==> config.mk <==
export PLATFORM = sky130hd
export DESIGN_NAME = nand_retry_seq
export DESIGN_NICKNAME = d
export VERILOG_FILES = /design/src/rtl/nrr_pkg.sv /design/src/rtl/nrr_start_gate.sv /design/src/rtl/nrr_ctrl.sv /design/src/rtl/nrr_beat_gen.sv /design/src/rtl/nand_retry_seq.sv
export SDC_FILE = /design/constraint.sdc
export NUM_CORES = 1
export LEC_CHECK = 0
export ABC_CLOCK_PERIOD_IN_PS = 2500
export BUFFER_PORTS_ARGS = -buffer_cell sky130_fd_sc_hd__buf_2
export CAP_MARGIN = 30
export CORE_ASPECT_RATIO = 0.8
export CORE_MARGIN = 5
export CORE_UTILIZATION = 53
export DETAILED_ROUTE_END_ITERATION = 12
export PLACE_DENSITY = 0.79
export SLEW_MARGIN = 10
export SYNTH_ARGS = -nofsm -noshare
export SYNTH_HDL_FRONTEND = slang
export SYNTH_SLANG_ARGS = --single-unit
==> constraint.sdc <==
create_clock -name clk -period 2.5 [get_ports clk]
set_clock_uncertainty 0.15 [all_clocks]
set_input_delay 0.125 -clock clk [delete_from_list [all_inputs] [get_ports clk]]
set_output_delay 0.125 -clock clk [all_outputs]
set_load 0.01 [all_outputs]
==> src/rtl/nrr_pkg.sv <==
package nrr_pkg;

  typedef enum logic [1:0] {
    K_CMD  = 2'd0,
    K_ADDR = 2'd1,
    K_DATA = 2'd2,
    K_READ = 2'd3
  } beat_kind_e;

  typedef enum logic [2:0] {
    S_IDLE,
    S_ENTER,
    S_ADDR_HI,
    S_ADDR_LO,
    S_DATA,
    S_APPLY,
    S_OTP
  } seq_state_e;

  typedef struct packed {
    beat_kind_e kind;
    logic [7:0] data;
  } beat_t;

  localparam logic [7:0] OP_ENTER   = 8'h36;
  localparam logic [7:0] OP_APPLY   = 8'h16;
  localparam logic [7:0] OP_RESET   = 8'hFF;
  localparam logic [7:0] OP_UNLK_A  = 8'h17;
  localparam logic [7:0] OP_UNLK_B  = 8'h04;
  localparam logic [7:0] OP_UNLK_C  = 8'h19;
  localparam logic [7:0] OTP_CTL_RG = 8'h38;
  localparam logic [7:0] OTP_CTL_ON = 8'h52;
  localparam int unsigned OTP_STEPS = 17;
  localparam int unsigned OTP_SW    = $clog2(OTP_STEPS);

  // Private tuning register addresses, in load order.
  function automatic logic [7:0] retry_reg_addr(input int unsigned idx);
    case (idx)
      0:       retry_reg_addr = 8'hCC;
      1:       retry_reg_addr = 8'hBF;
      2:       retry_reg_addr = 8'hAA;
      3:       retry_reg_addr = 8'hAB;
      4:       retry_reg_addr = 8'hCD;
      5:       retry_reg_addr = 8'hAD;
      6:       retry_reg_addr = 8'hAE;
      7:       retry_reg_addr = 8'hAF;
      default: retry_reg_addr = 8'h00;
    endcase
  endfunction

  // Fixed unlock / read / restore chain.
  function automatic beat_t otp_beat(input logic [OTP_SW-1:0] step,
                                     input logic [7:0] page);
    beat_t b;
    case (step)
      5'd0:    b = '{K_CMD,  OP_RESET};
      5'd1:    b = '{K_CMD,  OP_ENTER};
      5'd2:    b = '{K_ADDR, OTP_CTL_RG};
      5'd3:    b = '{K_ADDR, OTP_CTL_RG};
      5'd4:    b = '{K_DATA, OTP_CTL_ON};
      5'd5:    b = '{K_CMD,  OP_APPLY};
      5'd6:    b = '{K_CMD,  OP_UNLK_A};
      5'd7:    b = '{K_CMD,  OP_UNLK_B};
      5'd8:    b = '{K_CMD,  OP_UNLK_C};
      5'd9:    b = '{K_READ, page};
      5'd10:   b = '{K_CMD,  OP_RESET};
      5'd11:   b = '{K_CMD,  OP_ENTER};
      5'd12:   b = '{K_ADDR, OTP_CTL_RG};
      5'd13:   b = '{K_ADDR, OTP_CTL_RG};
      5'd14:   b = '{K_DATA, 8'h00};
      5'd15:   b = '{K_CMD,  OP_APPLY};
      5'd16:   b = '{K_READ, 8'h00};
      default: b = '{K_CMD,  OP_RESET};
    endcase
    return b;
  endfunction

endpackage

==> src/rtl/nrr_start_gate.sv <==
module nrr_start_gate #(
  parameter int unsigned NMODES = 7,
  parameter int unsigned MODE_W = 4
) (
  input  logic              clk,
  input  logic              rst_n,
  input  logic              busy,
  input  logic              start_retry,
  input  logic              start_otp,
  input  logic [MODE_W-1:0] mode_idx,
  output logic              go_retry,
  output logic              go_otp,
  output logic              err
);

  logic mode_ok;
  logic refuse;

  assign mode_ok  = (32'(mode_idx) < NMODES);
  assign go_retry = !busy && start_retry && mode_ok;
  assign go_otp   = !busy && start_otp && !start_retry;
  assign refuse   = (busy && (start_retry || start_otp)) ||
                    (!busy && start_retry && !mode_ok);

  always_ff @(posedge clk or negedge rst_n) begin
    if (!rst_n)                   err <= 1'b0;
    else if (refuse)              err <= 1'b1;
    else if (go_retry || go_otp)  err <= 1'b0;
  end

endmodule

==> src/rtl/nrr_ctrl.sv <==
module nrr_ctrl
  import nrr_pkg::*;
#(
  parameter int unsigned NREGS  = 8,
  parameter int unsigned MODE_W = 4,
  localparam int unsigned REG_W = (NREGS > 1) ? $clog2(NREGS) : 1
) (
  input  logic              clk,
  input  logic              rst_n,
  input  logic              go_retry,
  input  logic              go_otp,
  input  logic [MODE_W-1:0] mode_idx,
  input  logic              fire,
  output seq_state_e        state,
  output logic [REG_W-1:0]  reg_idx,
  output logic [OTP_SW-1:0] otp_step,
  output logic [MODE_W-1:0] mode_q,
  output logic              done
);

  localparam logic [REG_W-1:0]  REG_LAST = REG_W'(NREGS - 1);
  localparam logic [OTP_SW-1:0] OTP_LAST = OTP_SW'(OTP_STEPS - 1);

  seq_state_e        state_n;
  logic [REG_W-1:0]  reg_n;
  logic [OTP_SW-1:0] step_n;
  logic              done_n;

  always_comb begin
    state_n = state;
    reg_n   = reg_idx;
    step_n  = otp_step;
    done_n  = 1'b0;
    case (state)
      S_IDLE: begin
        if (go_retry) begin
          state_n = S_ENTER;
          reg_n   = '0;
        end else if (go_otp) begin
          state_n = S_OTP;
          step_n  = '0;
        end
      end
      S_ENTER:   if (fire) state_n = S_ADDR_HI;
      S_ADDR_HI: if (fire) state_n = S_ADDR_LO;
      S_ADDR_LO: if (fire) state_n = S_DATA;
      S_DATA: begin
        if (fire) begin
          if (reg_idx == REG_LAST) begin
            state_n = S_APPLY;
          end else begin
            state_n = S_ADDR_HI;
            reg_n   = reg_idx + 1'b1;
          end
        end
      end
      S_APPLY: begin
        if (fire) begin
          state_n = S_IDLE;
          done_n  = 1'b1;
        end
      end
      S_OTP: begin
        if (fire) begin
          if (otp_step == OTP_LAST) begin
            state_n = S_IDLE;
            done_n  = 1'b1;
          end else begin
            step_n = otp_step + 1'b1;
          end
        end
      end
      default: state_n = S_IDLE;
    endcase
  end

  always_ff @(posedge clk or negedge rst_n) begin
    if (!rst_n) begin
      state    <= S_IDLE;
      reg_idx  <= '0;
      otp_step <= '0;
      mode_q   <= '0;
      done     <= 1'b0;
    end else begin
      state    <= state_n;
      reg_idx  <= reg_n;
      otp_step <= step_n;
      done     <= done_n;
      if (state == S_IDLE && go_retry) mode_q <= mode_idx;
    end
  end

endmodule

==> src/rtl/nrr_beat_gen.sv <==
module nrr_beat_gen
  import nrr_pkg::*;
#(
  parameter int unsigned NMODES   = 7,
  parameter int unsigned NREGS    = 8,
  parameter int unsigned MODE_W   = 4,
  parameter logic [7:0]  OTP_PAGE = 8'h20,
  localparam int unsigned REG_W   = (NREGS > 1) ? $clog2(NREGS) : 1,
  localparam int unsigned TBL_W   = $clog2(NMODES * NREGS)
) (
  input  seq_state_e        state,
  input  logic [REG_W-1:0]  reg_idx,
  input  logic [OTP_SW-1:0] otp_step,
  input  logic [MODE_W-1:0] mode_q,
  input  logic [7:0]        tbl_data,
  output logic [TBL_W-1:0]  tbl_addr,
  output beat_t             beat
);

  logic [7:0] reg_addr;

  assign tbl_addr = TBL_W'(mode_q) * TBL_W'(NREGS) + TBL_W'(reg_idx);
  assign reg_addr = retry_reg_addr(32'(reg_idx));

  always_comb begin
    case (state)
      S_ENTER:   beat = '{K_CMD,  OP_ENTER};
      S_ADDR_HI: beat = '{K_ADDR, reg_addr};
      S_ADDR_LO: beat = '{K_ADDR, reg_addr};
      S_DATA:    beat = '{K_DATA, tbl_data};
      S_APPLY:   beat = '{K_CMD,  OP_APPLY};
      S_OTP:     beat = otp_beat(otp_step, OTP_PAGE);
      default:   beat = '{K_CMD,  8'h00};
    endcase
  end

endmodule

==> src/rtl/nand_retry_seq.sv <==
module nand_retry_seq
  import nrr_pkg::*;
#(
  parameter int unsigned NMODES   = 7,
  parameter int unsigned NREGS    = 8,
  parameter int unsigned MODE_W   = 4,
  parameter logic [7:0]  OTP_PAGE = 8'h20,
  localparam int unsigned REG_W   = (NREGS > 1) ? $clog2(NREGS) : 1,
  localparam int unsigned TBL_W   = $clog2(NMODES * NREGS)
) (
  input  logic              clk,
  input  logic              rst_n,
  input  logic              start_retry,
  input  logic              start_otp,
  input  logic [MODE_W-1:0] mode_idx,
  output logic [TBL_W-1:0]  tbl_addr,
  input  logic [7:0]        tbl_data,
  output logic              bus_valid,
  input  logic              bus_ready,
  output logic [1:0]        bus_kind,
  output logic [7:0]        bus_byte,
  output logic              busy,
  output logic              done,
  output logic              err
);

  seq_state_e        state;
  logic [REG_W-1:0]  reg_idx;
  logic [OTP_SW-1:0] otp_step;
  logic [MODE_W-1:0] mode_q;
  logic              go_retry;
  logic              go_otp;
  logic              fire;
  beat_t             beat;

  assign busy      = (state != S_IDLE);
  assign bus_valid = busy;
  assign fire      = bus_valid && bus_ready;
  assign bus_kind  = beat.kind;
  assign bus_byte  = beat.data;

  nrr_start_gate #(.NMODES(NMODES), .MODE_W(MODE_W)) u_gate (
    .clk         (clk),
    .rst_n       (rst_n),
    .busy        (busy),
    .start_retry (start_retry),
    .start_otp   (start_otp),
    .mode_idx    (mode_idx),
    .go_retry    (go_retry),
    .go_otp      (go_otp),
    .err         (err)
  );

  nrr_ctrl #(.NREGS(NREGS), .MODE_W(MODE_W)) u_ctrl (
    .clk      (clk),
    .rst_n    (rst_n),
    .go_retry (go_retry),
    .go_otp   (go_otp),
    .mode_idx (mode_idx),
    .fire     (fire),
    .state    (state),
    .reg_idx  (reg_idx),
    .otp_step (otp_step),
    .mode_q   (mode_q),
    .done     (done)
  );

  nrr_beat_gen #(
    .NMODES(NMODES), .NREGS(NREGS), .MODE_W(MODE_W), .OTP_PAGE(OTP_PAGE)
  ) u_beat (
    .state    (state),
    .reg_idx  (reg_idx),
    .otp_step (otp_step),
    .mode_q   (mode_q),
    .tbl_data (tbl_data),
    .tbl_addr (tbl_addr),
    .beat     (beat)
  );

endmodule

## After elaboration in Yosys (flattened, before gate mapping)

Memories as Yosys holds them, arrays and structs flattened.
Index checks and enable logic that the tools add are counted.

- ROM bits: 368
- Memories: 2
- Bits in registers: 16
- Logic and storage cells: 83
- Output and inout port bits: 20

- Add/sub/neg operators: 3
- Mux-type cells: 27
- $lt $le $gt $ge: 1
- Reductions and logical operators: 23
- Eq/ne operators: 21

Memories:

| name | words | width | read ports | clocked after Yosys merged registers in | write ports | RTL line | RTL |
|---|---|---|---|---|---|---|---|
| (name not given) | 32 | 10 | 1 | 0 | 0 | nrr_pkg.sv:55 | `case (step)` |
| (name not given) | 8 | 6 | 1 | 0 | 0 | nrr_pkg.sv:38 | `case (idx)` |

Operators with widths:

| cell | number |
|---|---|
| case mux 10 bit (5 select lines) | 1 |
| two-way mux 3 bit | 13 |
| != test 2 bit, second input constant | 11 |
| case mux 3 bit (7 select lines) | 1 |
| two-way mux 5 bit | 4 |
| equality test 3 bit, second input constant | 4 |
| case mux 5 bit (2 select lines) | 1 |
| logical AND 1 bit | 8 |
| AND reduction 8 bit | 1 |
| adder 6 x 3 -> 6 bit | 1 |
| equality test 3 x 2 -> 1 bit, second input constant | 2 |
| case mux 3 bit (2 select lines) | 1 |
| nonzero test 2 bit | 3 |
| adder 5 x 1 -> 5 bit, second input constant | 1 |
| equality test 5 bit, second input constant | 1 |
| two-way mux 1 bit | 5 |
| AND reduction 5 bit | 1 |
| less-than comparator 4 x 3 -> 1 bit, second input constant | 1 |
| AND reduction 4 bit | 1 |
| adder 3 x 1 -> 3 bit, second input constant | 1 |
| equality test 3 x 1 -> 1 bit, second input constant | 1 |
| logical NOT 1 bit | 3 |
| logical NOT 3 bit | 1 |
| logical OR 1 bit | 3 |
| 5 further kinds | 5 |

## Depth between registers and ports, before layout

Gate-level depths: netlist of the first run.

- Depth after elaboration: 7
- Depth in mapped cells: 6
- Mapped depth without buffers: 6

## Modules after synthesis

Synthesis of the first run repeated with hierarchy kept, for this count alone.

- Cell total of the unflattened synthesis: 198
- Area, all modules: 1660.3 um^2

Modules (own cells, without submodules):

| module | cells an instance | area an instance (um^2) | instances |
|---|---|---|---|
| nrr_ctrl | 91 | 963.4 | 1 |
| nrr_beat_gen | 97 | 586.8 | 1 |
| nrr_start_gate | 7 | 86.3 | 1 |
| nand_retry_seq | 3 | 23.8 | 1 |

## Worst setup path after synthesis of the first run

No wires, ideal clock.

- Kind: register to register
- Start point: register u_ctrl.otp_step[1]
- End point: register u_ctrl.otp_step[3]
- Period minus slack after synthesis: 2.091 ns
- Library setup time: 0.077 ns
- Stages on the path, launching flop included: 7
- Data arrival time: 1.864 ns
- Path slack: 0.409 ns
- Buffers on the path: 0
- Data required time: 2.273 ns
- Cells stage by stage: dfrtp_1 > inv_1 > ha_1 > and4bb_4 > o32a_4 > or3_1 > a21oi_1

- Longest elaborated chain between the ends: 4
- Elaborated cells between the ends (all ways): 7

RTL lines:

| what | RTL line | RTL |
|---|---|---|
| start: declaration | nrr_ctrl.sv:16 | `output logic [OTP_SW-1:0] otp_step,` |
| start signal: assignment | nrr_ctrl.sv:87 | `otp_step <= step_n;` |
| adder 5 x 1 -> 5 bit | nrr_ctrl.sv:69 | `step_n = otp_step + 1'b1;` |
| two-way mux 5 bit | nrr_ctrl.sv:65 | `if (otp_step == OTP_LAST) begin` |
| two-way mux 5 bit | nrr_ctrl.sv:64 | `if (fire) begin` |
| case mux 5 bit (2 select lines) | nrr_ctrl.sv:34 | `case (state)` |

Parallel ways exist; a longest one is shown, timed or not. The select of a mux whose other input is x is not followed.
A chain may end at the register's enable or synchronous reset.

## Worst setup path in the final report of the first run

- Start point: register u_ctrl.otp_step[0]
- End point: output port bus_byte[7]

- Longest elaborated chain between the ends: 2

RTL lines:

| what | RTL line | RTL |
|---|---|---|
| memory (32 x 10 bit) | n/a |  |
| case mux 10 bit (5 select lines) | nrr_beat_gen.sv:26 | `case (state)` |
| end: declaration | nand_retry_seq.sv:21 | `output logic [7:0] bus_byte,` |

Every way passes these cells.

==> flow_summary.toml, run 1 <==
[status]
status = "finished, final reports clean"

[synth]
sequential_share_of_the_synthesized_area_pct = 26.82
synth.lib_cells_used.distinct = 44
yosys_register_bits = 16
synthArstFlopShare_pct = 100.0
synth_flop_cell = "sky130_fd_sc_hd__dfrtp_1"
synth_fp_nets = 214
synthesis.yosys.warnings = 0
synth_area_per_cell_um2 = 8.157
synth_enable_flop_cells = 0
syn_inst = 183
syn-cell-area_mm2 = 0.001493

[floorplan]
rows = 17
floorplan.die_area_mm2 = 0.003984
placeable_core_region_mm2 = 0.002723
ios = 37
initial_core_util_pct = 54.83
floorplan.die.height_um = 57.47
chipWidth_um = 69.34

[place]
detailed_place_hpwl_um = 3070
numPortBuffers = 36
gpl.final_weighted_congestion = 0.8660
dp_worst_setup_slack_ns = 0.2446
placed_cells = 251

[setup_path]
critPathCaptureType = "output pin"
crit_path_max_incr_delay_ns = 0.46
setup.worst_path.class = "reg2out"
critical_path_buf_inv_count = 2
rr_startpoint = "u_ctrl.otp_step[0]"
timing.critical_path.mode_cell = "sky130_fd_sc_hd__a211oi_1"
crit_path_top_delay_cell = "sky130_fd_sc_hd__dfrtp_2"
cp_data_arrival_time_ns = 2.09
cp.required_ns = 2.23
setup.worst_path.start_class = "flip-flop"
r2r_end = "u_ctrl.otp_step[3]"
worst-r2r-cell-count = 6
timing.critical_path.cells = "inv_1 -> ha_1 -> nor2b_1 -> a211oi_1 -> a211oi_1 -> a211o_1 -> buf_2"
critical-path-top-delay-family = "compound AO/OA/AOI/OAI gates"
reg2reg_setup_slack_ns = 0.33
timing.critical_path.fanout_max = 9

[sta]
hold_viol = 0
achievable-frequency_mhz = 422.8
post-route-worst-setup-slack_ns = 0.1349
grt_setup_unrepaired = "false"
post-route-min-period_ns = 2.365
layout_worst_path_cycle_share_pct = 94.60
hold_ws_ns = 0.01528
worst-slew-pin-transition_ns = 0.4961
fin_tns_setup_ns = 0
drv_slew = 0
setup_viol_count_final = 0
relSlewSlack_pct = 66.93

[global_routing]
grt_remaining_overflow = 0
antenna_violations_before_repair = 0
first_global_vias = 1470
grt_pass1_wl_um = 6969
grt_max_degree = 21
global_route.usage.total_pct = 21.07

[finish]
area_of_the_multi_input_gates_mm2 = 0.001008
num-nets-final = 254
commonest_non_fill_non_tap_cell_in_the_layout = "sky130_fd_sc_hd__buf_2"
fill_cells = 251
leading_cell_types_in_the_layout_fill_and_taps_excluded = "sky130_fd_sc_hd__buf_2 (36), sky130_fd_sc_hd__a21oi_1 (20), sky130_fd_sc_hd__nand2_1 (15), sky130_fd_sc_hd__o21ai_0 (15), sky130_fd_sc_hd__dfrtp_1 (15)"
layout.cells.non_filler = 260
n_antenna_cell = 0
seq_area_um2 = 401.6
synthToLayoutAreaGrowth_pct = 20.28
post_route_cells_drive_above_1_share_pct = 24.77

[cts]
cts_tree = "built"
tritoncts_buffers = 3
clock_latency_late_sink_ns = 0.28
cts_htree_levels = 1
tritoncts_num_sinks = 16
clk_root_buffer_cell = "sky130_fd_sc_hd__clkbuf_4"
clkTransAtPathRegs_ns = 0.09
cts.path.max_buffers = 2

[worst_hold_path]
hold_depth = 3
whs_endpoint = "u_ctrl.otp_step[0]"
hold_sp = "bus_ready"
hold_class = "in2reg"

[power_and_ir_drop]
cellLeakagePower_uw = 0.0008176
power_density_mw_per_mm2 = 1201
max-vdd-ir-drop_uv = 628.1

[route]
detail_route.vias_per_cell = 5.769
wl_um = 4008
initial_drt_markers = 139
detail_route.first_pass.iterations = 5
vias = 1500
final_antenna_net_count = 0
post_drt_wl_per_cell_um = 15.42
drc = 0

[job]
maxCapViolCount = 0
## what timing repair did
item                                   4_1_cts  5_1_grt
resized for setup                            0        1
setup endpoints to repair                    0        1
endpoints found under the hold margin       20        0
buffers inserted                             0        0
hold buffers                                 5        0
## logic make-up after synthesis
group / after synthesis / synth area share [%]
and+or+nand+nor: 64 / 22.80
DFF: 16 / 26.82
adders and majority gates: 14 / 11.74
muxes: 6 / 4.359
buffers and inverters: 20 / 5.615
xor gates and xnor gates: 2 / 1.174
AOI/OAI and AO/OA: 61 / 27.49
## worst max path at each step
stage | from | end | slack [ns] | cells after the start
4_1_cts | u_ctrl.otp_step[0] | bus_byte[7] | 0.04 | 7
3_3_place_gp | u_ctrl.otp_step[0] | u_ctrl.otp_step[4] | 0.36 | 6
3_5_place_dp | u_ctrl.otp_step[0] | u_ctrl.otp_step[3] | 0.24 | 6
6_report | u_ctrl.otp_step[0] | bus_byte[7] | 0.13 | 7
2_1_floorplan | u_ctrl.otp_step[1] | u_ctrl.otp_step[3] | 0.41 | 6
5_1_grt | u_ctrl.otp_step[0] | bus_byte[7] | 0.01 | 7
## synth_stat cells (all sizes together) (2+ instances only)
master / instances / area, um2
dfrtp: 16 / 400.4
a32o: 3 / 30.03
nand2b: 8 / 50.05
a22o: 2 / 17.52
nor2: 13 / 48.80
o221ai: 4 / 35.03
buf: 6 / 31.27
or3: 3 / 18.77
mux2: 4 / 45.04
ha: 14 / 175.2
a211oi: 2 / 15.01
nor2b: 6 / 37.54
nor3: 3 / 20.02
o21a: 2 / 15.01
mux2i: 2 / 20.02
xor2: 2 / 17.52
inv: 9 / 33.78
nand3: 6 / 30.03
clkbuf: 5 / 18.77
nor4: 2 / 12.51
nand3b: 3 / 22.52
o21ai: 15 / 75.07
nand2: 15 / 56.30
a31oi: 2 / 12.51
a21oi: 20 / 100.1
## report_power, final
group	total (uW)	internal (uW)	leakage [uW]	switching, uW
sequential	514	362	0.000201	152
combinational	1470	638	0.000595	834
clock	171	88.6	0.0000210	82.0
## layer usage
metal  up-vias  share of wire, %  wire length (um)  track usage [%]
met4         0               1.0                41            3.343
met5         -                 0                 0                0
met1       687                44              1744            27.29
met2        67                49              1973            37.64
li1        742                 -                 -                -
met3         4               6.2               248            3.521
## registers in the layout, indices dropped and copies added, names as in the netlist
| register | count |
|---|---|
| u_ctrl.mode_q | 3 |
| u_gate.err | 1 |
| u_ctrl.reg_idx | 3 |
| u_ctrl.state | 3 |
| u_ctrl.done | 1 |
| u_ctrl.otp_step | 5 |
## layout make-up
type | count | share of cell area (%)
clock buffer | 4 | 2.021
tap | 38 | 2.648
multi-input combinational | 147 | 56.17
sequential | 16 | 22.37
inverter | 9 | 1.882
timing repair buffer | 46 | 14.91
## tightest hold or removal path, delay by kind of cell
kind	cells	cell delay, ns
AOI/OAI and AO/OA	1	0.07
and+or+nand+nor	1	0.07
buffers and inverters	1	0.14
## through the flow
stage,cell area [um2],util (%),total power [uW]
2_1_floorplan,1493,-,1495
3_3_place_gp,1708,62.73,1913
3_5_place_dp,1708,62.73,1966
4_1_cts,1794,65.90,2152
5_1_grt,1795,65.95,2358
6_report,1795,65.95,2156
Note: power is estimated with default switching activity, not from simulation.
==> run 2: changes to the inputs <==
--- a/config.mk
+++ b/config.mk
@@ -9,10 +9,10 @@
 export BUFFER_PORTS_ARGS = -buffer_cell sky130_fd_sc_hd__buf_2
 export CAP_MARGIN = 30
 export CORE_ASPECT_RATIO = 0.8
-export CORE_MARGIN = 5
-export CORE_UTILIZATION = 53
+export CORE_MARGIN = 4
+export CORE_UTILIZATION = 34
 export DETAILED_ROUTE_END_ITERATION = 12
-export PLACE_DENSITY = 0.79
+export PLACE_DENSITY = 0.61
 export SLEW_MARGIN = 10
 export SYNTH_ARGS = -nofsm -noshare
 export SYNTH_HDL_FRONTEND = slang
==> run 2 against run 1 <==
Against the previous run:
- fmax increased by 2.7%
- critical path type unchanged
- largest cell class unchanged
- core utilization decreased by 22 points
- wire length decreased by 6.5%
- non-clock buffer count increased by 1
- first-iteration DRC count decreased by 49%
==> flow_summary.toml, run 2 (same netlist as run 1, synthesis figures left out) <==
[floorplan]
placeable_core_region_mm2 = 0.004204
chipWidth_um = 82.08
rows = 21
ios = 37
initial_core_util_pct = 35.51
floorplan.die_area_mm2 = 0.005521
floorplan.die.height_um = 67.27

[route]
initial_drt_markers = 71
post_drt_wl_per_cell_um = 13.43
detail_route.vias_per_cell = 5.208
wl_um = 3746
drc = 0
vias = 1453
detail_route.first_pass.iterations = 4
final_antenna_net_count = 0

[setup_path]
critPathCaptureType = "output pin"
worst-r2r-cell-count = 6
timing.critical_path.fanout_max = 9
reg2reg_setup_slack_ns = 0.36
rr_startpoint = "u_ctrl.otp_step[0]"
setup.worst_path.class = "reg2out"
cp.required_ns = 2.23
setup.worst_path.start_class = "flip-flop"
cp_data_arrival_time_ns = 2.03
r2r_end = "u_ctrl.otp_step[4]"

[finish]
post_route_cells_drive_above_1_share_pct = 24.77
largest_register_ff_count = 5
leading_cell_types_in_the_layout_fill_and_taps_excluded = "sky130_fd_sc_hd__buf_2 (36), sky130_fd_sc_hd__a21oi_1 (20), sky130_fd_sc_hd__nand2_1 (15), sky130_fd_sc_hd__o21ai_0 (15), sky130_fd_sc_hd__dfrtp_1 (15)"
synthToLayoutAreaGrowth_pct = 22.72
commonest_non_fill_non_tap_cell_in_the_layout = "sky130_fd_sc_hd__buf_2"
n_antenna_cell = 0
regMostFlops = "u_ctrl.otp_step"
num-nets-final = 255
layout.cells.non_filler = 279

[sta]
hold_viol = 0
achievable-frequency_mhz = 434.4
worst-slew-pin-transition_ns = 0.5104
grt_setup_unrepaired = "false"
fin_tns_setup_ns = 0
setup_viol_count_final = 0
relSlewSlack_pct = 65.97
drv_slew = 0
post-route-min-period_ns = 2.302
layout_worst_path_cycle_share_pct = 92.09

[place]
gpl.final_weighted_congestion = 0.8081
placed_cells = 271
detailed_place_hpwl_um = 2818
numPortBuffers = 36

[power_and_ir_drop]
cellLeakagePower_uw = 0.0008230
max-vdd-ir-drop_uv = 500.2
power_density_mw_per_mm2 = 1167

[job]
maxCapViolCount = 0

[worst_hold_path]
hold_depth = 3
hold_class = "in2reg"
hold_sp = "bus_ready"
whs_endpoint = "u_ctrl.otp_step[2]"

[global_routing]
antenna_violations_before_repair = 0
first_global_vias = 1350
global_route.usage.total_pct = 14.06
grt_max_degree = 19
grt_pass1_wl_um = 6182
grt_remaining_overflow = 0

[cts]
clk_root_buffer_cell = "sky130_fd_sc_hd__clkbuf_8"
cts.path.max_buffers = 2
clkTransAtPathRegs_ns = 0.06
cts_tree = "built"
cts_htree_levels = 1
tritoncts_buffers = 3
clock_latency_late_sink_ns = 0.25
post_cts.repair.setup_buffers = 0
tritoncts_num_sinks = 16

[status]
status = "finished, final reports clean"
==> run 2: worst max-delay path: stages, from the launching register on <==
cell                       delay [ns]
sky130_fd_sc_hd__dfrtp_2         0.44
sky130_fd_sc_hd__inv_1           0.12
sky130_fd_sc_hd__ha_1            0.22
sky130_fd_sc_hd__nor2b_1         0.15
sky130_fd_sc_hd__a211oi_1        0.32
sky130_fd_sc_hd__a211oi_1        0.10
sky130_fd_sc_hd__a211o_1         0.29
sky130_fd_sc_hd__buf_2           0.14
==> run 2: layer usage <==
layer / vias to the layer above / routed length (um) / GRT usage [%]
met2: 38 / 1550 / 21.27
met3: 6 / 255 / 2.800
met4: 0 / 36 / 3.734
met1: 661 / 1904 / 20.31
met5: - / 0 / 0
li1: 748 / - / -
==> run 2: stage by stage <==
stage | utilization, % | power [uW] | setup slack, ns | hold slack, ns | area (um2)
5_1_grt | 43.57 | 2368 | 0.04829 | 0.05820 | 1832
4_1_cts | 43.54 | 2154 | 0.06214 | 0.03990 | 1831
2_1_floorplan | - | 1495 | 0.4087 | -0.3206 | 1493
3_3_place_gp | 41.37 | 1942 | 0.3526 | -0.08301 | 1739
6_report | 43.57 | 2138 | 0.1978 | 0.04991 | 1832
3_5_place_dp | 41.37 | 1942 | 0.2768 | -0.08179 | 1739
==> run 2: worst max-delay path by stage <==
stage	startpoint	endpoint	slack [ns]	cells after the start
4_1_cts	u_ctrl.otp_step[0]	bus_byte[7]	0.06	7
3_3_place_gp	u_ctrl.otp_step[0]	u_ctrl.otp_step[4]	0.35	6
5_1_grt	u_ctrl.otp_step[0]	bus_byte[7]	0.05	7
2_1_floorplan	u_ctrl.otp_step[1]	u_ctrl.otp_step[3]	0.41	6
6_report	u_ctrl.otp_step[0]	bus_byte[7]	0.20	7
3_5_place_dp	u_ctrl.otp_step[0]	u_ctrl.otp_step[3]	0.28	6
==> run 2: area by class of cell <==
| type | count | area (um2) |
|---|---|---|
| fill | 445 | 2372 |
| multi-input combinational | 147 | 1008 |
| sequential | 16 | 401.6 |
| timing repair buffer | 47 | 275.3 |
| tap | 57 | 71.32 |
| clock buffer | 3 | 41.29 |
| inverter | 9 | 33.78 |
==> run 2: what timing repair did <==
action,4_1_cts,5_1_grt
hold endpoints to repair,20,0
hold buffers,5,0
setup endpoints to repair,0,1
gates resized for setup,0,1
==> run 2: where the power goes <==
part | switching (uW) | total, uW | leakage, uW | internal [uW]
Combinational | 796 | 1440 | 0.000600 | 647
Clock | 85.2 | 192 | 0.0000216 | 107
Sequential | 141 | 504 | 0.000201 | 363
Total | 1020 | 2140 | 0.000823 | 1120
==> run 3: changes to the inputs <==
--- a/config.mk
+++ b/config.mk
@@ -7,12 +7,12 @@
 export LEC_CHECK = 0
 export ABC_CLOCK_PERIOD_IN_PS = 2500
 export BUFFER_PORTS_ARGS = -buffer_cell sky130_fd_sc_hd__buf_2
-export CAP_MARGIN = 30
+export CAP_MARGIN = 20
 export CORE_ASPECT_RATIO = 0.8
 export CORE_MARGIN = 4
-export CORE_UTILIZATION = 34
+export CORE_UTILIZATION = 53
 export DETAILED_ROUTE_END_ITERATION = 12
-export PLACE_DENSITY = 0.61
+export PLACE_DENSITY = 0.85
 export SLEW_MARGIN = 10
 export SYNTH_ARGS = -nofsm -noshare
 export SYNTH_HDL_FRONTEND = slang
==> run 3 against run 2 <==
Against the previous run:
- combinational power rose by 4%
- sequential cell count unchanged
- global-route usage increased by 9.3 points
- first-iteration DRC count grew 150%
==> flow_summary.toml, run 3 (same netlist as run 1, synthesis figures left out) <==
[status]
status = "finished, final reports clean"

[sta]
post-route-worst-setup-slack_ns = 0.1768
fin_tns_setup_ns = 0
achievable-frequency_mhz = 430.4
grt_setup_unrepaired = "false"
drv_slew = 0
relSlewSlack_pct = 66.95
setup_viol_count_final = 0
worst-slew-pin-transition_ns = 0.4913
layout_worst_path_cycle_share_pct = 92.93
hold_viol = 0
post-route-min-period_ns = 2.323

[finish]
n_antenna_cell = 0
post_route_cells_drive_above_1_share_pct = 25.45
commonest_non_fill_non_tap_cell_in_the_layout = "sky130_fd_sc_hd__buf_2"
fill_cells = 223
largest_register_ff_count = 5
regMostFlops = "u_ctrl.otp_step"
num-nets-final = 256
cell_area_after_layout_mm2 = 0.001815
fin_util_pct = 70.85
leading_cell_types_in_the_layout_fill_and_taps_excluded = "sky130_fd_sc_hd__buf_2 (36), sky130_fd_sc_hd__a21oi_1 (20), sky130_fd_sc_hd__nand2_1 (15), sky130_fd_sc_hd__o21ai_0 (15), sky130_fd_sc_hd__dfrtp_1 (15)"
synthToLayoutAreaGrowth_pct = 21.63

[setup_path]
r2r_end = "u_ctrl.otp_step[3]"
timing.critical_path.fanout_max = 9
critPathCaptureType = "output pin"
timing.critical_path.cells = "inv_1 -> ha_1 -> nor2b_1 -> a31o_2 -> a211oi_1 -> a211o_1 -> buf_2"
setup.worst_path.start_class = "flip-flop"
reg2reg_setup_slack_ns = 0.34
crit_path_max_incr_delay_ns = 0.48
worst_setup_path_startpoint = "u_ctrl.otp_step[0]"
last_element_of_the_critical_path = "bus_byte[7]"
cp.required_ns = 2.23
worst-r2r-cell-count = 6
crit_path_top_delay_cell = "sky130_fd_sc_hd__dfrtp_2"
rr_startpoint = "u_ctrl.otp_step[0]"
setup.worst_path.class = "reg2out"
timing.critical_path.depth = 7
cp_data_arrival_time_ns = 2.05
critical_path_buf_inv_count = 2
critical-path-top-delay-family = "compound AO/OA/AOI/OAI gates"

[global_routing]
grt_remaining_overflow = 0
grt_pass1_wl_um = 6913
antenna_violations_before_repair = 0
global_route.usage.total_pct = 23.39
grt_max_degree = 21
first_global_vias = 1457

[route]
vias = 1513
detail_route.vias_per_cell = 5.819
drc = 0
post_drt_wl_per_cell_um = 15.70
initial_drt_markers = 176
wl_um = 4081
detail_route.first_pass.iterations = 4
final_antenna_net_count = 0

[cts]
cts_tree = "built"
clock_latency_late_sink_ns = 0.30
clkTransAtPathRegs_ns = 0.10
cts_htree_levels = 1
clk_root_buffer_cell = "sky130_fd_sc_hd__clkbuf_4"
cts.path.max_buffers = 2
tritoncts_num_sinks = 16
tritoncts_buffers = 3

[worst_hold_path]
hold_class = "in2reg"

[place]
placed_instance_area_mm2 = 0.001713
numPortBuffers = 36
gpl.final_weighted_congestion = 0.8623
dp_worst_setup_slack_ns = 0.2820
detailed_place_hpwl_um = 2983

[floorplan]
ios = 37
chipWidth_um = 67.34
placeable_core_region_mm2 = 0.002562
floorplan.die.height_um = 55.47
rows = 16
initial_core_util_pct = 58.25
floorplan.die_area_mm2 = 0.003735

[power_and_ir_drop]
cellLeakagePower_uw = 0.0008283
power_density_mw_per_mm2 = 1198
max-vdd-ir-drop_uv = 757.1

[job]
maxCapViolCount = 0
==> run 3: cell count changes in the layout (fill, tap and decap cells not counted), sizes merged <==
cell         change
clkbuf           +1
dlygate4sd3      +1
==> run 3: layout make-up <==
class,count,area [um2],area share [%]
clock buffer,4,36.28,1.999
inverter,9,33.78,1.861
multi-input combinational,147,1013,55.82
sequential,16,401.6,22.12
tap,36,45.04,2.481
timing repair buffer,48,285.3,15.71
==> run 3: tightest hold or removal path, stage by stage <==
cell	delay (ns)
sky130_fd_sc_hd__buf_2	0.10
sky130_fd_sc_hd__a21oi_1	0.06
sky130_fd_sc_hd__o21a_1	0.16
==> run 3: metrics by stage <==
stage,cells,power [uW],hold slack (ns)
global placement,250,1913,-0.1015
CTS,260,2149,0.02898
detailed placement,250,1955,-0.09093
floorplan,183,1495,-0.3206
global route,260,2378,0.04594
finish,260,2175,0.02299
==> run 3: worst min-delay path by stage <==
stage | to | startpoint | depth (start not counted) | slack [ns]
finish | u_gate.err | start_otp | 3 | 0.02
global placement | u_ctrl.otp_step[2] | rst_n | 1 | -0.10
CTS | u_gate.err | start_otp | 3 | 0.03
floorplan | u_ctrl.done | rst_n | 0 | -0.32
global route | u_gate.err | start_otp | 3 | 0.05
detailed placement | u_ctrl.otp_step[4] | rst_n | 1 | -0.09
==> run 3: per-layer routing <==
metal	global-route usage (%)	share of wire (%)	vias to the layer above	routed length [um]
met5	0	0	-	0
met4	4.046	0.54	0	22
li1	-	-	743	-
met2	39.50	51	50	2071
met3	5.274	5.9	4	240
met1	30.41	43	716	1746
==> run 3: what timing repair did <==
action,in CTS,in global routing
resized for setup,0,2
buffers inserted,0,0
hold buffers,6,0
endpoints found under the setup margin,0,1
hold endpoints to repair,21,0
==> run 3: where the power goes <==
group | internal [uW] | leakage, uW | total [uW] | switching, uW
Sequential | 363 | 0.000201 | 499 | 136
Clock | 88.9 | 0.0000210 | 175 | 86.2
Combinational | 646 | 0.000606 | 1500 | 855
